**src/rtl/edhFlagPkg.sv**
```systemverilog
package edhFlagPkg;
  localparam int NUM_CLASS = 3;
  localparam int NUM_KIND  = 5;
  localparam int NUM_FLAG  = NUM_CLASS * NUM_KIND;

  localparam int K_EDH = 0;
  localparam int K_EDA = 1;
  localparam int K_IDH = 2;
  localparam int K_IDA = 3;
  localparam int K_UES = 4;

  localparam int C_AP  = 0;
  localparam int C_FF  = 1;
  localparam int C_ANC = 2;

  localparam logic [2:0] ADDR_IDH   = 3'd0;
  localparam logic [2:0] ADDR_FMASK = 3'd1;
  localparam logic [2:0] ADDR_FVAL  = 3'd2;
  localparam logic [2:0] ADDR_SENS  = 3'd3;
  localparam logic [2:0] ADDR_CTRL  = 3'd4;

  localparam logic [2:0] ADDR_RD_FLAGS = 3'd0;
  localparam logic [2:0] ADDR_RD_CNT   = 3'd1;

  typedef struct packed {
    logic latch;
    logic stickyClr;
    logic cntInc;
    logic cntClr;
  } strobe_t;
endpackage

```
**src/rtl/edhFlagPath.sv**
```systemverilog
module edhFlagPath
  import edhFlagPkg::*;
#(
  parameter int CNT_W = 21
) (
  input  logic                 clk,
  input  logic                 rstN,
  input  strobe_t              stb,
  input  logic                 txMode,
  input  logic                 pktPresent,
  input  logic                 crcValidAp,
  input  logic                 crcValidFf,
  input  logic                 crcErrAp,
  input  logic                 crcErrFf,
  input  logic                 ancSumErr,
  input  logic [NUM_FLAG-1:0]  inFlags,
  input  logic [NUM_CLASS-1:0] userIdh,
  input  logic [NUM_FLAG-1:0]  forceMask,
  input  logic [NUM_FLAG-1:0]  forceVal,
  input  logic                 sticky,
  output logic [NUM_FLAG-1:0]  nextFlags,
  output logic [NUM_FLAG-1:0]  outFlags,
  output logic [CNT_W-1:0]     errCount
);
  localparam logic [CNT_W-1:0] CNT_MAX = {CNT_W{1'b1}};

  logic [NUM_CLASS-1:0] localErr;
  logic [NUM_CLASS-1:0] crcValid;
  logic [NUM_FLAG-1:0]  rawFlags;
  logic [NUM_FLAG-1:0]  maskedFlags;

  assign localErr = {ancSumErr, crcErrFf, crcErrAp};
  assign crcValid = {1'b0, crcValidFf, crcValidAp};

  for (genvar c = 0; c < NUM_CLASS; c++) begin : gClass
    logic inEdh, inEda, inIdh, inIda, inUes;
    assign inEdh = inFlags[c*NUM_KIND + K_EDH];
    assign inEda = inFlags[c*NUM_KIND + K_EDA];
    assign inIdh = inFlags[c*NUM_KIND + K_IDH];
    assign inIda = inFlags[c*NUM_KIND + K_IDA];
    assign inUes = inFlags[c*NUM_KIND + K_UES];

    if (c == C_ANC) begin : gAnc
      // checksum errors survive a missing packet
      assign rawFlags[c*NUM_KIND + K_EDH] = localErr[c];
      assign rawFlags[c*NUM_KIND + K_EDA] = pktPresent & (inEdh | inEda);
    end else begin : gCrc
      assign rawFlags[c*NUM_KIND + K_EDH] = pktPresent & localErr[c];
      assign rawFlags[c*NUM_KIND + K_EDA] = pktPresent & (inEda | (inEdh & crcValid[c]));
    end
    assign rawFlags[c*NUM_KIND + K_IDH] = userIdh[c];
    assign rawFlags[c*NUM_KIND + K_IDA] = pktPresent & (inIdh | inIda);
    assign rawFlags[c*NUM_KIND + K_UES] = inUes | ~pktPresent;
  end

  assign maskedFlags = (rawFlags & ~forceMask) | (forceVal & forceMask);
  assign nextFlags   = txMode ? '0 : maskedFlags;

  always_ff @(posedge clk or negedge rstN) begin
    if (!rstN) begin
      outFlags <= '0;
    end else if (stb.latch) begin
      outFlags <= (sticky && !txMode) ? (outFlags | nextFlags) : nextFlags;
    end else if (stb.stickyClr) begin
      outFlags <= '0;
    end
  end

  always_ff @(posedge clk or negedge rstN) begin
    if (!rstN) begin
      errCount <= '0;
    end else if (stb.cntClr) begin
      errCount <= '0;
    end else if (stb.cntInc && errCount != CNT_MAX) begin
      errCount <= errCount + 1'b1;
    end
  end
endmodule

```
**src/rtl/edhFlagCtrl.sv**
```systemverilog
module edhFlagCtrl
  import edhFlagPkg::*;
(
  input  logic                 clk,
  input  logic                 rstN,
  input  logic                 fieldEnd,
  input  logic                 regWrEn,
  input  logic                 regRdEn,
  input  logic [2:0]           regAddr,
  input  logic [NUM_FLAG-1:0]  regWrData,
  input  logic [NUM_FLAG-1:0]  nextFlags,
  output strobe_t              stb,
  output logic [NUM_CLASS-1:0] userIdh,
  output logic [NUM_FLAG-1:0]  forceMask,
  output logic [NUM_FLAG-1:0]  forceVal,
  output logic                 sticky,
  output logic                 intN
);
  logic [NUM_FLAG-1:0] sensMask;
  logic autoClr;
  logic intActive;
  logic hit, flagRead, cntRead, clrCmd;

  assign hit      = |(nextFlags & sensMask);
  assign flagRead = regRdEn && (regAddr == ADDR_RD_FLAGS);
  assign cntRead  = regRdEn && (regAddr == ADDR_RD_CNT);
  assign clrCmd   = regWrEn && (regAddr == ADDR_CTRL) && regWrData[2];

  always_comb begin
    stb.latch     = fieldEnd;
    stb.cntInc    = fieldEnd & hit;
    stb.cntClr    = clrCmd | (cntRead & autoClr);
    stb.stickyClr = flagRead & sticky;
  end

  always_ff @(posedge clk or negedge rstN) begin
    if (!rstN) begin
      userIdh   <= '0;
      forceMask <= '0;
      forceVal  <= '0;
      sensMask  <= '1;
      sticky    <= 1'b0;
      autoClr   <= 1'b0;
    end else if (regWrEn) begin
      case (regAddr)
        ADDR_IDH:   userIdh   <= regWrData[NUM_CLASS-1:0];
        ADDR_FMASK: forceMask <= regWrData;
        ADDR_FVAL:  forceVal  <= regWrData;
        ADDR_SENS:  sensMask  <= regWrData;
        ADDR_CTRL: begin
          sticky  <= regWrData[0];
          autoClr <= regWrData[1];
        end
        default: ;
      endcase
    end
  end

  always_ff @(posedge clk or negedge rstN) begin
    if (!rstN)                intActive <= 1'b0;
    else if (fieldEnd && hit) intActive <= 1'b1;
    else if (flagRead)        intActive <= 1'b0;
  end

  assign intN = ~intActive;
endmodule

```
**src/rtl/edhFlagProc.sv**
```systemverilog
module edhFlagProc
  import edhFlagPkg::*;
#(
  parameter int CNT_W = 21,
  localparam int RD_W = (CNT_W > NUM_FLAG) ? CNT_W : NUM_FLAG
) (
  input  logic                clk,
  input  logic                rstN,
  input  logic                fieldEnd,
  input  logic                txMode,
  input  logic                pktPresent,
  input  logic                crcValidAp,
  input  logic                crcValidFf,
  input  logic                crcErrAp,
  input  logic                crcErrFf,
  input  logic                ancSumErr,
  input  logic [NUM_FLAG-1:0] inFlags,
  input  logic [1:0]          dispSel,
  input  logic                regWrEn,
  input  logic                regRdEn,
  input  logic [2:0]          regAddr,
  input  logic [NUM_FLAG-1:0] regWrData,
  output logic [RD_W-1:0]     regRdData,
  output logic [NUM_FLAG-1:0] outFlags,
  output logic                dispFl1,
  output logic                dispFl0,
  output logic                intN,
  output logic [CNT_W-1:0]    errCount
);
  strobe_t              stb;
  logic [NUM_CLASS-1:0] userIdh;
  logic [NUM_FLAG-1:0]  forceMask, forceVal, nextFlags;
  logic                 sticky;

  edhFlagCtrl uCtrl (
    .clk(clk), .rstN(rstN), .fieldEnd(fieldEnd),
    .regWrEn(regWrEn), .regRdEn(regRdEn), .regAddr(regAddr), .regWrData(regWrData),
    .nextFlags(nextFlags), .stb(stb), .userIdh(userIdh),
    .forceMask(forceMask), .forceVal(forceVal), .sticky(sticky), .intN(intN)
  );

  edhFlagPath #(.CNT_W(CNT_W)) uPath (
    .clk(clk), .rstN(rstN), .stb(stb), .txMode(txMode), .pktPresent(pktPresent),
    .crcValidAp(crcValidAp), .crcValidFf(crcValidFf),
    .crcErrAp(crcErrAp), .crcErrFf(crcErrFf), .ancSumErr(ancSumErr),
    .inFlags(inFlags), .userIdh(userIdh), .forceMask(forceMask), .forceVal(forceVal),
    .sticky(sticky), .nextFlags(nextFlags), .outFlags(outFlags), .errCount(errCount)
  );

  always_comb begin
    case (regAddr)
      ADDR_RD_FLAGS: regRdData = RD_W'(outFlags);
      ADDR_RD_CNT:   regRdData = RD_W'(errCount);
      default:       regRdData = '0;
    endcase
  end

  always_comb begin
    case (dispSel)
      2'd0: {dispFl1, dispFl0} = {outFlags[C_FF*NUM_KIND + K_EDA],  outFlags[C_FF*NUM_KIND + K_EDH]};
      2'd1: {dispFl1, dispFl0} = {outFlags[C_AP*NUM_KIND + K_EDA],  outFlags[C_AP*NUM_KIND + K_EDH]};
      2'd2: {dispFl1, dispFl0} = {outFlags[C_ANC*NUM_KIND + K_EDA], outFlags[C_ANC*NUM_KIND + K_EDH]};
      default: begin
        dispFl1 = outFlags[C_AP*NUM_KIND + K_UES] | outFlags[C_FF*NUM_KIND + K_UES]
                | outFlags[C_ANC*NUM_KIND + K_UES];
        dispFl0 = outFlags[C_AP*NUM_KIND + K_IDA] | outFlags[C_FF*NUM_KIND + K_IDA]
                | outFlags[C_ANC*NUM_KIND + K_IDA];
      end
    endcase
  end
endmodule

```
**config.mk**
```make
export PLATFORM = sky130hd
export DESIGN_NAME = edhFlagProc
export DESIGN_NICKNAME = d
export VERILOG_FILES = /design/src/rtl/edhFlagPkg.sv /design/src/rtl/edhFlagPath.sv /design/src/rtl/edhFlagCtrl.sv /design/src/rtl/edhFlagProc.sv
export SDC_FILE = /design/constraint.sdc
export NUM_CORES = 1
export LEC_CHECK = 0
export BUFFER_PORTS_ARGS = -buffer_cell sky130_fd_sc_hd__buf_2
export CAP_MARGIN = 10
export CORE_MARGIN = 10
export CORE_UTILIZATION = 58
export DETAILED_ROUTE_END_ITERATION = 10
export PLACE_DENSITY = 0.91
export SLEW_MARGIN = 5
export SYNTH_ARGS = -nofsm -noshare
export SYNTH_HDL_FRONTEND = slang
export SYNTH_SLANG_ARGS = --single-unit
```
**constraint.sdc**
```tcl
create_clock -name clk -period 5.15 [get_ports clk]
set_input_delay 0.515 -clock clk [delete_from_list [all_inputs] [get_ports clk]]
set_output_delay 0.515 -clock clk [all_outputs]
set_load 0.02 [all_outputs]
```
---- Word level (Yosys, flattened, before mapping) ----
Index checks and enable logic that the tools add are counted.
word-level totals
  flip-flop bits (word level) ............. 87
  bits of input ports ..................... 47
  output and inout bits ................... 60
  logic and storage cells ................. 82
operators by class
  add/sub/neg operators ................... 1
  equality and inequality tests ........... 7
  mux-type cells .......................... 11
  bitwise logic cells ..................... 35
  reduce and logical (&&, ||, !) cells .... 19
operator list
  operator                 count
  $mux W15                 4
  $and A15 B15 Y15         3
  $mux W21                 2
  $pmux W21 S2             1
  $or A15 B15 Y15          2
  $add A21 B1 Y21 const B  1
  $ne A21 B21 Y1 const B   1
  $not A15 Y15             1
  $reduce_or A15 Y1        1
  $or A1 B1 Y1             14
  $and A1 B1 Y1            13
  $reduce_and A2 Y1        5
  $logic_and A1 B1 Y1      7
  $eq A3 B2 Y1 const B     2
  $pmux W1 S3              2
  $reduce_bool A2 Y1       3
  $eq A3 B1 Y1 const B     1
  $eq A3 B3 Y1 const B     1
  $logic_not A3 Y1         1
  $eq A2 B1 Y1 const B     1
  $eq A2 B2 Y1 const B     1
  $logic_not A2 Y1         1
  $mux W1                  2
  $not A1 Y1               2
  $logic_not A1 Y1         1

---- Logic depth before layout (Yosys ltp) ----
  word-level depth ........................ 12
  depth in mapped cells ................... 9

---- Modules after synthesis ----
From an unflattened synthesis, not the netlist that was laid out.
unflattened totals
  cell total of the unflattened synthesis .. 375
  area, all modules ....................... 4354.2 µm²
by module, submodules not included
  module       times used  cells each  area each (µm²)
  edhFlagCtrl  1           133         2148.3
  edhFlagPath  1           208         1921.8
  edhFlagProc  1           34          284.0

---- Worst setup path after synthesis ----
No wires, ideal clock.
  kind .................................... input to register
  from .................................... input pktPresent
  to ...................................... register uPath.errCount[7]
  arrival ................................. 2.126 ns
  setup slack ............................. 2.904 ns
  stages .................................. 9
  path buffers ............................ 2
  cells stage by stage .................... buf_6 > nor3b_1 > a21oi_2 > a22oi_1 > a211o_1 > a2111oi_4 > buf_6 > a21oi_1 > a31o_1
between the ends
  longest elaborated chain between the ends .. 10
  elaborated cells between the ends (all ways) .. 20
  those cells by class .................... 1 x mux; 16 x bitwise; 3 x reduce/logical
RTL lines
  what                            RTL line           text
  start, declared                 edhFlagProc.sv:11  input logic pktPresent,
  $not A1 Y1                      edhFlagPath.sv:53  assign rawFlags[c*NUM_KIND + K_UES] = inUes | ~pktPresent;
  $or A1 B1 Y1                    edhFlagPath.sv:53
  $and A15 B15 Y15 *              edhFlagPath.sv:56  assign maskedFlags = (rawFlags & ~forceMask) | (forceVal & forceMask);
  $or A15 B15 Y15 *               edhFlagPath.sv:56
  $mux W15 *                      edhFlagPath.sv:57  assign nextFlags = txMode ? '0 : maskedFlags;
  $and A15 B15 Y15 *              edhFlagCtrl.sv:24  assign hit = |(nextFlags & sensMask);
  $reduce_or A15 Y1 *             edhFlagCtrl.sv:24
  $and A1 B1 Y1 *                 edhFlagCtrl.sv:31  stb.cntInc = fieldEnd & hit;
  $logic_and A1 B1 Y1 *           edhFlagPath.sv:74  end else if (stb.cntInc && errCount != CNT_MAX) begin
  $reduce_bool A2 Y1 (no line) *  -
  end signal, assigned            edhFlagPath.sv:75  errCount <= errCount + 1'b1;
  end, declared                   edhFlagPath.sv:23  output logic [CNT_W-1:0] errCount
Every way passes the cells marked *; elsewhere a longest branch is shown, timed or not.
A chain may end at the register's enable or synchronous reset.

---- Final worst setup path ----
  from .................................... register uCtrl.forceMask[4]
  to ...................................... register uPath.errCount[15]
between the ends
  longest elaborated chain between the ends .. 9
  elaborated cells between the ends (all ways) .. 10
  those cells by class .................... 1 x mux; 6 x bitwise; 3 x reduce/logical
RTL lines
  what                            RTL line           text
  start, declared                 edhFlagCtrl.sv:14  output logic [NUM_FLAG-1:0] forceMask,
  start signal, assigned          edhFlagCtrl.sv:47  ADDR_FMASK: forceMask <= regWrData;
  $not A15 Y15                    edhFlagPath.sv:56
  $and A15 B15 Y15                edhFlagPath.sv:56
  $or A15 B15 Y15 *               edhFlagPath.sv:56
  $mux W15 *                      edhFlagPath.sv:57
  $and A15 B15 Y15 *              edhFlagCtrl.sv:24
  $reduce_or A15 Y1 *             edhFlagCtrl.sv:24
  $and A1 B1 Y1 *                 edhFlagCtrl.sv:31
  $logic_and A1 B1 Y1 *           edhFlagPath.sv:74
  $reduce_bool A2 Y1 (no line) *  -
Marks and branches as above.

==> flow_metrics.tcl <==
set metrics [dict create \
    path_cells "nor2b_1 > a21oi_1 > a221oi_1 > a211o_1 > a2111oi_4 > a31oi_1 > a41o_1" \
    slew_headroom_pct 28.6 \
    synth_adder_area_share_pct 0.282 \
    cts_buffers 9 \
    route.vias.total 3631 \
    gp_congestion 0.848 \
    r2r_cells 7 \
    arrival_ps 2890 \
    htree_levels 3 \
    drt_wl_total_mm 12.1 \
    clock-root-buffer "clkbuf_8" \
    timing.fmax_mhz 378 \
    synth_top_family_by_area "multiplexers" \
    tns_ps 0 \
    yosysWarnings 0 \
    drv_cap 0 \
    chipWidth_microns 108 \
    ys_ff_latch 87 \
    min_path_type "in2async" \
    ant_nets 0 \
    drt_first_pass_iters 4 \
    cp-end-kind "flop" \
    synth_edf_count 0 \
    cp_max_fo 14 \
    r2r_start "uCtrl.forceMask[4]" \
    synth-simple-area-share_pct 14.4 \
    track_usage_pct 20.8 \
    placed_cell_area_sq_um 5040 \
    ctsResizeCount 0 \
    p_leak_nw 2.56 \
    num_antenna_cells 0 \
    num_rows 31 \
    finalClockSkew_ps 11.7 \
    cts_hold_buf 0 \
    dp_hpwl_mm 9.03 \
    min_period_ps 2650 \
    grt_overflow 0 \
    io_buffers 106 \
    cts.reportedPaths.clkPinSlew_ps 90 \
    wire_per_inst_microns 20.3 \
    syn-num-nets 437 \
    worst_pin_slew_ps 1070 \
    synth-compound-area-share_pct 14.2 \
    synthXorXnorAreaFrac_pct 0.788 \
    hold_viol 0 \
    run_status "completed" \
    post_cts.repair.setup_buffers 0 \
    path_class "reg2reg" \
    die-area_sq_um 11600 \
    critical_path.max_stage_delay_ps 760 \
    avgSynthCellArea_sq_um 11.4 \
    finalCritPeriodShare_pct 51.4 \
    synth-async-reset-ratio_pct 100 \
    die_y_microns 108 \
    ios 107 \
    crit_family "compound AO/OA/AOI/OAI gates" \
    route.detailed.drc 0 \
    syn_area_sq_um 4440 \
    power_density_nw_per_um2 361 \
    setup_viol 0 \
    synthMuxAreaShare_pct 18.5 \
    layout-drive-gt1-share_pct 42.1 \
    slowest_stage "a2111oi_4" \
    seq_area_frac_synth_pct 49.4 \
    cp.required_ps 5400 \
    core-area_sq_um 7370 \
    syn2layout_area_growth_pct 17.4 \
    crit_path_start_kind "flop" \
    viasPerCell 6.10 \
    rsz0062_at_grt "false" \
    cts_tree "done" \
    antenna_found_initial 1 \
    synth_cell_types 65 \
    final_area_sq_um 5220 \
    finalNetCount 539 \
    grt_pass1_wl_mm 19.3 \
    ys_dominant_reg_cell "dfrtp_1" \
    cp.depth 7 \
    critPathBufInv 0 \
    syn_inst 389 \
    grt_max_degree 88 \
    clk_path_buf_depth 2 \
    clkSinkCount 87 \
    ir_drop_uv 230 \
    drt-initial-drc-count 195 \
    initial_utilization_pct 60.3 \
    slew_violations 0 \
    clock_latency_ps 350 \
    grt_pass1_vias 3826 \
    cp-startpoint "uCtrl.forceMask[4]" \
]
## cells in the mapped netlist (2+ instances only)
cell type | count | area, sq um
mux4_2 | 2 | 45.0
dfstp_2 | 15 | 394
a31o_2 | 2 | 17.5
mux2_2 | 50 | 563
nor2_1 | 39 | 146
buf_1 | 2 | 7.51
nor2b_1 | 2 | 12.5
o21ai_1 | 6 | 30.0
and2_1 | 2 | 12.5
a31o_1 | 3 | 26.3
nand4b_1 | 3 | 26.3
nor3b_1 | 2 | 15.0
xnor2_1 | 3 | 26.3
a22o_1 | 13 | 114
inv_1 | 7 | 26.3
buf_6 | 2 | 22.5
and3_1 | 10 | 62.6
a21o_1 | 3 | 22.5
nand2_1 | 34 | 128
a31oi_1 | 7 | 43.8
nor3b_2 | 2 | 25.0
o21ai_0 | 7 | 35.0
dfrtp_1 | 72 | 1800
clkbuf_1 | 12 | 45.0
o311ai_0 | 2 | 17.5
nor3_1 | 2 | 10.0
mux2i_1 | 20 | 200
a41o_1 | 6 | 60.1
nand3_1 | 3 | 15.0
or3_1 | 2 | 12.5
nand2b_1 | 5 | 31.3
a211oi_1 | 4 | 30.0
nand4_1 | 4 | 25.0
a21oi_2 | 3 | 26.3
a21oi_1 | 8 | 40.0
## per-stage QoR
step                      util [%]  hold WS [ps]  std cells  setup slack (ps)  total power [mW]
final                         70.8           346        595              2500              1.88
after global routing          70.8           404        595              2300              1.98
after CTS                     70.8           384        595              2500              1.89
after detailed placement      68.3           468        579              2190              1.46
after global placement        68.3           464        579              2340              1.43
after floorplan                  -           219        389              2900              1.26
## layout by cell type, fill, tap and decap left out, types with 4 or more instances in the layout
cell        n
a22o_1     13
a211oi_1    4
o21ai_1     6
and3_1     10
nand2_1    34
dfstp_2    15
mux2_2     50
nor2_1     39
mux2i_1    20
a41o_1      6
nand4_1     4
inv_1       7
nand2b_1    5
buf_2     105
clkbuf_8    9
dfrtp_1    72
a21oi_1     8
o21ai_0     7
a31oi_1     7
## flip-flops by register name (all words and copies together), names as in the netlist
register	flops
uCtrl.sticky	1
uPath.errCount	21
uCtrl.userIdh	3
uCtrl.sensMask	15
uCtrl.autoClr	1
uCtrl.forceMask	15
uCtrl.intActive	1
uCtrl.forceVal	15
uPath.outFlags	15
## kinds of logic (layout without fill, tap and decap cells)
group / after synthesis / in the layout
AOI/OAI and AO/OA: 80 / 80
adders and majority gates: 1 / 1
and+or+nand+nor: 120 / 120
xor gates and xnor gates: 4 / 4
buffers and inverters: 24 / 131
muxes: 73 / 73
DFF: 87 / 87
## per-layer routing
layer	up-vias	wire length, microns	share of wire [%]	GRT usage (%)
met5	-	13	0.11	0
met4	2	145	1.2	5.25
met3	20	990	8.2	7.07
met2	137	6270	52	36.6
met1	1829	4690	39	23.5
li1	1643	-	-	-
## path summary, 6_finish.rpt
path / endpoint / slack (ps)
worst max-delay path: uPath.errCount[15] / 2500
max in group asynchronous: uCtrl.forceMask[3] / 4110
worst min-delay path: uPath.errCount[18] / 350
worst min register to register: uCtrl.intActive / 490
min in group clk: uCtrl.forceVal[10] / 410
worst max register to register: uPath.errCount[15] / 2500
## final cells by class
class                      instances  area [sq um]
sequential                        87          2200
multi-input combinational        278          2140
tap                               99           124
clock inverter                     6          52.6
inverter                           7          26.3
clock buffer                      10           128
fill                             570          2150
timing repair buffer             108           548
## power breakdown
part	leakage, nW	internal [mW]	switching, mW
logic	1.41	0.221	0.271
clock network	0.0854	0.183	0.252
registers	1.07	0.830	0.126
No activity file was read; power rests on OpenSTA's default activity.
